<file path="src/rtl/gpio_edge_pkg.sv">
package gpio_edge_pkg;

    localparam int NUM_BANKS = 4;
    localparam int BANK_W    = 32;
    localparam int ADDR_W    = 9;
    localparam int DATA_W    = 32;

    localparam logic [ADDR_W-1:0] RISE_BASE = 9'h030;
    localparam logic [ADDR_W-1:0] FALL_BASE = 9'h03C;
    localparam logic [ADDR_W-1:0] STAT_BASE = 9'h048;
    localparam logic [ADDR_W-1:0] HIGH_STEP = 9'h100;

    typedef enum logic [1:0] {
        REG_NONE,
        REG_RISE,
        REG_FALL,
        REG_STAT
    } reg_kind_e;

    typedef struct packed {
        reg_kind_e  kind;
        logic [1:0] bank;
    } reg_sel_t;

    typedef struct packed {
        logic wr_rise;
        logic wr_fall;
        logic wr_clr;
    } bank_wr_t;

    // last bank sits one page above its base, the others are word-spaced
    function automatic logic [ADDR_W-1:0] reg_addr_of(logic [ADDR_W-1:0] base, int bank);
        if (bank == NUM_BANKS - 1)
            return base + HIGH_STEP;
        return base + ADDR_W'(4 * bank);
    endfunction

    function automatic reg_sel_t decode_addr(logic [ADDR_W-1:0] addr);
        reg_sel_t sel;
        sel.kind = REG_NONE;
        sel.bank = '0;
        for (int b = 0; b < NUM_BANKS; b++) begin
            if (addr == reg_addr_of(RISE_BASE, b)) begin
                sel.kind = REG_RISE;
                sel.bank = 2'(b);
            end
            if (addr == reg_addr_of(FALL_BASE, b)) begin
                sel.kind = REG_FALL;
                sel.bank = 2'(b);
            end
            if (addr == reg_addr_of(STAT_BASE, b)) begin
                sel.kind = REG_STAT;
                sel.bank = 2'(b);
            end
        end
        return sel;
    endfunction

    function automatic logic [BANK_W-1:0] wake_src(int bank);
        case (bank)
            0:       return 32'h8003FE1B;
            1:       return 32'h002001FC;
            2:       return 32'hEC080000;
            3:       return 32'h0012007F;
            default: return '0;
        endcase
    endfunction

    function automatic logic [BANK_W-1:0] line_mask(int bank, int nlines);
        logic [BANK_W-1:0] m;
        for (int i = 0; i < BANK_W; i++)
            m[i] = ((bank * BANK_W + i) < nlines);
        return m;
    endfunction

endpackage

</file>
<file path="src/rtl/gpio_pin_sampler.sv">
module gpio_pin_sampler #(
    parameter int W = 128
) (
    input  logic         clk,
    input  logic         rst,
    input  logic [W-1:0] pin_async,
    output logic [W-1:0] pin_cur,
    output logic [W-1:0] pin_prev,
    output logic         armed
);
    logic [W-1:0] stage1;
    logic [1:0]   fill_cnt;

    always_ff @(posedge clk) begin
        if (rst) begin
            stage1   <= '0;
            pin_cur  <= '0;
            pin_prev <= '0;
            fill_cnt <= '0;
        end else begin
            stage1   <= pin_async;
            pin_cur  <= stage1;
            pin_prev <= pin_cur;
            if (fill_cnt != 2'd3)
                fill_cnt <= fill_cnt + 2'd1;
        end
    end

    // pin_prev holds a post-reset sample once three edges have passed
    assign armed = (fill_cnt == 2'd3);

endmodule

</file>
<file path="src/rtl/gpio_edge_bank.sv">
module gpio_edge_bank
    import gpio_edge_pkg::*;
#(
    parameter int BANK_IDX  = 0,
    parameter int NUM_LINES = 121
) (
    input  logic              clk,
    input  logic              rst,
    input  bank_wr_t          wr,
    input  logic [BANK_W-1:0] wdata,
    input  logic [BANK_W-1:0] pin_cur,
    input  logic [BANK_W-1:0] pin_prev,
    input  logic [BANK_W-1:0] dir,
    input  logic              armed,
    output logic [BANK_W-1:0] rise_en,
    output logic [BANK_W-1:0] fall_en,
    output logic [BANK_W-1:0] status,
    output logic              wake_hit
);
    localparam logic [BANK_W-1:0] LIVE_LINES = line_mask(BANK_IDX, NUM_LINES);
    localparam logic [BANK_W-1:0] WAKE_MASK  = wake_src(BANK_IDX);

    logic [BANK_W-1:0] live;
    logic [BANK_W-1:0] rise_ev;
    logic [BANK_W-1:0] fall_ev;
    logic [BANK_W-1:0] clr_bits;
    logic [BANK_W-1:0] status_d;

    always_comb begin
        live     = ~dir & LIVE_LINES & {BANK_W{armed}};
        rise_ev  = pin_cur & ~pin_prev & rise_en & live;
        fall_ev  = ~pin_cur & pin_prev & fall_en & live;
        clr_bits = wr.wr_clr ? wdata : '0;
        // new events are ORed in after the clear so they win
        status_d = (status & ~clr_bits) | rise_ev | fall_ev;
        wake_hit = |((pin_cur ^ pin_prev) & live & WAKE_MASK);
    end

    always_ff @(posedge clk) begin
        if (rst) begin
            rise_en <= '0;
            fall_en <= '0;
            status  <= '0;
        end else begin
            if (wr.wr_rise) rise_en <= wdata;
            if (wr.wr_fall) fall_en <= wdata;
            status <= status_d;
        end
    end

endmodule

</file>
<file path="src/rtl/gpio_irq_combine.sv">
module gpio_irq_combine #(
    parameter int TOTAL = 128
) (
    input  logic             clk,
    input  logic             rst,
    input  logic [TOTAL-1:0] status_flat,
    input  logic             wake_any,
    input  logic             cpu_halted,
    output logic             irq_pin0,
    output logic             irq_pin1,
    output logic             irq_other,
    output logic             wake_req
);
    always_ff @(posedge clk) begin
        if (rst) begin
            irq_pin0  <= 1'b0;
            irq_pin1  <= 1'b0;
            irq_other <= 1'b0;
            wake_req  <= 1'b0;
        end else begin
            irq_pin0  <= status_flat[0];
            irq_pin1  <= status_flat[1];
            irq_other <= |status_flat[TOTAL-1:2];
            wake_req  <= cpu_halted & wake_any;
        end
    end

endmodule

</file>
<file path="src/rtl/gpio_edge_irq.sv">
module gpio_edge_irq
    import gpio_edge_pkg::*;
#(
    parameter int NUM_LINES = 121
) (
    input  logic                        clk,
    input  logic                        rst,
    input  logic [NUM_BANKS*BANK_W-1:0] pin_in,
    input  logic [NUM_BANKS*BANK_W-1:0] pin_dir,
    input  logic                        cpu_halted,
    input  logic                        reg_wr,
    input  logic                        reg_rd,
    input  logic [ADDR_W-1:0]           reg_addr,
    input  logic [DATA_W-1:0]           reg_wdata,
    output logic [DATA_W-1:0]           reg_rdata,
    output logic                        irq_pin0,
    output logic                        irq_pin1,
    output logic                        irq_other,
    output logic                        wake_req
);
    localparam int TOTAL_PINS = NUM_BANKS * BANK_W;

    logic [TOTAL_PINS-1:0] pin_cur;
    logic [TOTAL_PINS-1:0] pin_prev;
    logic                  armed;
    logic [TOTAL_PINS-1:0] status_flat;
    logic [BANK_W-1:0]     rise_arr [NUM_BANKS];
    logic [BANK_W-1:0]     fall_arr [NUM_BANKS];
    logic [BANK_W-1:0]     stat_arr [NUM_BANKS];
    logic [NUM_BANKS-1:0]  wake_hits;
    reg_sel_t              sel;
    logic [DATA_W-1:0]     rd_val;

    assign sel = decode_addr(reg_addr);

    gpio_pin_sampler #(.W(TOTAL_PINS)) u_sampler (
        .clk       (clk),
        .rst       (rst),
        .pin_async (pin_in),
        .pin_cur   (pin_cur),
        .pin_prev  (pin_prev),
        .armed     (armed)
    );

    for (genvar b = 0; b < NUM_BANKS; b++) begin : g_bank
        bank_wr_t wr_b;

        assign wr_b.wr_rise = reg_wr && (sel.kind == REG_RISE) && (sel.bank == 2'(b));
        assign wr_b.wr_fall = reg_wr && (sel.kind == REG_FALL) && (sel.bank == 2'(b));
        assign wr_b.wr_clr  = reg_wr && (sel.kind == REG_STAT) && (sel.bank == 2'(b));

        gpio_edge_bank #(
            .BANK_IDX  (b),
            .NUM_LINES (NUM_LINES)
        ) u_bank (
            .clk      (clk),
            .rst      (rst),
            .wr       (wr_b),
            .wdata    (reg_wdata),
            .pin_cur  (pin_cur[b*BANK_W +: BANK_W]),
            .pin_prev (pin_prev[b*BANK_W +: BANK_W]),
            .dir      (pin_dir[b*BANK_W +: BANK_W]),
            .armed    (armed),
            .rise_en  (rise_arr[b]),
            .fall_en  (fall_arr[b]),
            .status   (stat_arr[b]),
            .wake_hit (wake_hits[b])
        );

        assign status_flat[b*BANK_W +: BANK_W] = stat_arr[b];
    end

    gpio_irq_combine #(.TOTAL(TOTAL_PINS)) u_combine (
        .clk         (clk),
        .rst         (rst),
        .status_flat (status_flat),
        .wake_any    (|wake_hits),
        .cpu_halted  (cpu_halted),
        .irq_pin0    (irq_pin0),
        .irq_pin1    (irq_pin1),
        .irq_other   (irq_other),
        .wake_req    (wake_req)
    );

    always_comb begin
        case (sel.kind)
            REG_RISE: rd_val = rise_arr[sel.bank];
            REG_FALL: rd_val = fall_arr[sel.bank];
            REG_STAT: rd_val = stat_arr[sel.bank];
            default:  rd_val = '0;
        endcase
    end

    always_ff @(posedge clk) begin
        if (rst)
            reg_rdata <= '0;
        else
            reg_rdata <= reg_rd ? rd_val : '0;
    end

endmodule

</file>
<file path="config.mk">
export PLATFORM = sky130hd
export DESIGN_NAME = gpio_edge_irq
export DESIGN_NICKNAME = d
export VERILOG_FILES = /design/src/rtl/gpio_edge_pkg.sv /design/src/rtl/gpio_pin_sampler.sv /design/src/rtl/gpio_edge_bank.sv /design/src/rtl/gpio_irq_combine.sv /design/src/rtl/gpio_edge_irq.sv
export SDC_FILE = /design/constraint.sdc
export NUM_CORES = 2
export LEC_CHECK = 0
export BUFFER_PORTS_ARGS = -buffer_cell sky130_fd_sc_hd__buf_2
export CELL_PAD_IN_SITES_DETAIL_PLACEMENT = 0
export CELL_PAD_IN_SITES_GLOBAL_PLACEMENT = 1
export CORE_MARGIN = 10
export CORE_UTILIZATION = 46
export CTS_CLUSTER_DIAMETER = 120
export DETAILED_ROUTE_END_ITERATION = 8
export GPL_TIMING_DRIVEN = 0
export PLACE_DENSITY = 0.88
export SYNTH_ARGS = -nofsm -noshare
export SYNTH_HDL_FRONTEND = slang
export SYNTH_HIERARCHICAL = 1
export SYNTH_SLANG_ARGS = --single-unit
</file>
<file path="constraint.sdc">
create_clock -name clk -period 3.4 [get_ports clk]
set_input_delay 0.68 -clock clk [delete_from_list [all_inputs] [get_ports clk]]
set_output_delay 0.68 -clock clk [all_outputs]
set_load 0.05 [all_outputs]
</file>
==> summary.md <==
| Metric | Value |
|---|---|
| WL/cell | `a little under 30 um` |
| CTS tree | `yes` |
| Clock slew at reported path FFs | `approximately 0.060 ns` |
| Final Hold Fails | `0` |
| Slowest library cell on the worst path | `or3b_2` |
| GRT Total Usage | `0.327` |
| Layout cell share with drive strength beyond 1 | `0.173` |
| WP data arrival | `roughly 3.9 ns` |
| Routed WL | `141 mm` |
| Maxcap violations | `0` |
| Initial antenna violation count | `11` |
| Critical Path Max Stage Delay | `~0.57 ns` |
| Worst VDD drop | `0.406 mV` |
| Iteration count of the initial detailed-routing pass | `6` |
| ANT nets after route | `0` |
| Hold Slack | `roughly 0.22 ns` |
| IO buf count | `320` |
| Vias in the first global route | `27,914` |
| Via count | `roughly 29,000` |
| Synthesis-to-layout area growth | `17.4%` |
| Vias/cell | `~6` |
| Die footprint | `roughly 83,000 sq um` |
| NumNets Final | `4,170` |
| Initial Util | `0.463` |
| Setup crit start kind | `input pin` |
| IO Pins | `338` |
| Setup violations, final | `2` |
| Mean post-synth cell area | `around 9.8 sq um` |
| Slew Viols, Final | `0` |
| Clock sinks | `785` |
| Setup_tns | `-0.0105 ns` |
| Yosys warning count | `6` |
| First-pass GRT wire length | `197 mm` |
| Worst Path Required | `3.93 ns` |
| Critical-path cell list | `buf_2 -> buf_2 -> nor3_1 -> a31oi_1 -> o21ai_0 -> nand3_2 -> or3b_2 -> nor3_1 -> buf_2 -> buf_4 -> mux2i_1 -> nor2_1` |
| Post-Syn Area | `roughly 33,000 sq um` |
| P_leak | `~14 nW` |
| Crit path max fanout | `10` |
| Die W | `about 290 um` |
| Crit path capture type | `flop` |
| Crit Path Category | `in2reg` |
| Routability Congestion | `just over 1` |
| Syn Inst Count | `about 3,400` |
| Largest net degree at the start of global routing | `20` |
| PwrDens | `approximately 520 nW/um^2` |
| Hpwl dp | `between 100 and 150 mm` |
| Cell repeated most along the worst path | `buf_2` |
| Drc violations | `0` |
| Worst min-delay path category | `in2reg` |
| Die H | `approximately 290 um` |
| Crit path time final | `3.41 ns` |
| Fmax | `~0.3 GHz` |
| Area of the core | `a little over 70,000 sq um` |
| Period utilization | `1.00` |
| Clk root buf | `clkbuf_16` |
| Family with the most delay on the worst path | `simple AND/OR/NAND/NOR gates` |
| Worst Path Buf+Inv | `4` |
| Final WS setup | `-0.00791 ns` |
| Clock Path Buffers | `3` |
| Clock latency on the worst-skew pair | `between 0.6 and 0.7 ns` |
| Cell Rows | `98` |
| Outcome | `complete, but fails checks` |
| Initial drt markers | `3,593` |
| Overflow after GRT | `0` |
| Post-Syn Nets | `about 3,800` |
| H-tree lvl count | `3` |
| Clk_skew | `about 0.023 ns` |
| Failing checks | `setup timing` |
| Least-Margin Pin Slew | `about 1.4 ns` |
| Cts bufs inserted | `82` |
| Relative slew slack | `0.0589` |
-- layout make-up --
cell class / count / area, sq um
clock inverters: 32 / 477
plain buffers: 243 / 1490
fillers: 6484 / 32600
well taps: 950 / 1190
inverters: 123 / 467
diodes: 1 / 2.50
flip-flops and latches: 785 / 15700
clock buffers: 117 / 2360
repair buffers: 322 / 1630
multi-input cells: 2235 / 15500
-- stage by stage --
stage / setup WS [ns] / area [sq um] / utilization / std cells / power, W
after floorplan: 0.389 / 33100 / - / 3388 / 0.0103
after global placement: -1.79 / 35900 / 0.502 / 4658 / 0.0110
after detailed placement: -1.23 / 35900 / 0.502 / 4658 / 0.0110
after CTS: 0.0155 / 38800 / 0.543 / 4808 / 0.0203
after global routing: -0.0558 / 38900 / 0.544 / 4808 / 0.0208
final: -0.00791 / 38900 / 0.544 / 4808 / 0.0202
-- layer usage --
layer	GRT usage	share of wire
met5	0	0.00051
met4	0.124	0.040
met3	0.0751	0.10
met2	0.501	0.44
met1	0.443	0.42
-- state kept, by name (all words and copies together) (netlist names) --
name	flops
u_combine/irq_other	1
reg_rdata	32
u_sampler/stage1	121
u_sampler/fill_cnt	2
g_bank.u_bank/rise_en	128
g_bank.u_bank/status	128
u_combine/irq_pin1	1
g_bank.u_bank/fall_en	128
u_sampler/pin_cur	121
u_combine/wake_req	1
u_sampler/pin_prev	121
u_combine/irq_pin0	1
-- cell usage in the layout, fill, tap and decap left out, drive strengths merged, types with 48 or more instances in the layout --
| master | count |
|---|---|
| inv | 126 |
| dfxtp | 785 |
| nor2 | 340 |
| a32oi | 99 |
| nor2b | 370 |
| a21oi | 72 |
| clkbuf | 206 |
| ha | 76 |
| nand2 | 210 |
| o21a | 48 |
| buf | 476 |
| mux2i | 257 |
| o211ai | 62 |
| nand3b | 170 |
| o41ai | 48 |
-- where the power goes --
part           leakage [nW]  total [W]  internal (W)  switching [W]
registers              6.39    0.00950       0.00938       0.000112
logic                  6.35    0.00135      0.000442       0.000912
clock network          1.38    0.00939       0.00550        0.00389
-- worst reg2reg max path: stages, from the launching register on --
cell,delay (ns)
dfxtp_1,0.38
ha_1,1.12
buf_4,0.37
nor3b_1,0.30
nor3_1,0.10
a21oi_1,0.60
or4_1,0.28
nand2_1,0.07
nor2_1,0.08
-- worst paths after layout --
path	cells after the start	endpoint	startpoint	slack (ns)
max	12	g_bank[3].u_bank/rise_en[18]	reg_addr[8]	-0.008
min	2	g_bank[2].u_bank/status[16]	pin_dir[80]	0.22
max reg2reg	8	u_combine/wake_req	u_sampler/fill_cnt[0]	0.04
min reg2reg	1	u_sampler/pin_cur[39]	u_sampler/stage1[39]	0.42
-- repair_timing --
item | CTS | global route
hold buffers | 0 | 0
endpoints found under the setup margin | 234 | 171
setup buffers | 2 | 0
pin swaps | 1 | 0
gates resized for setup | 12 | 12
Power figures use the tool's default switching activity.
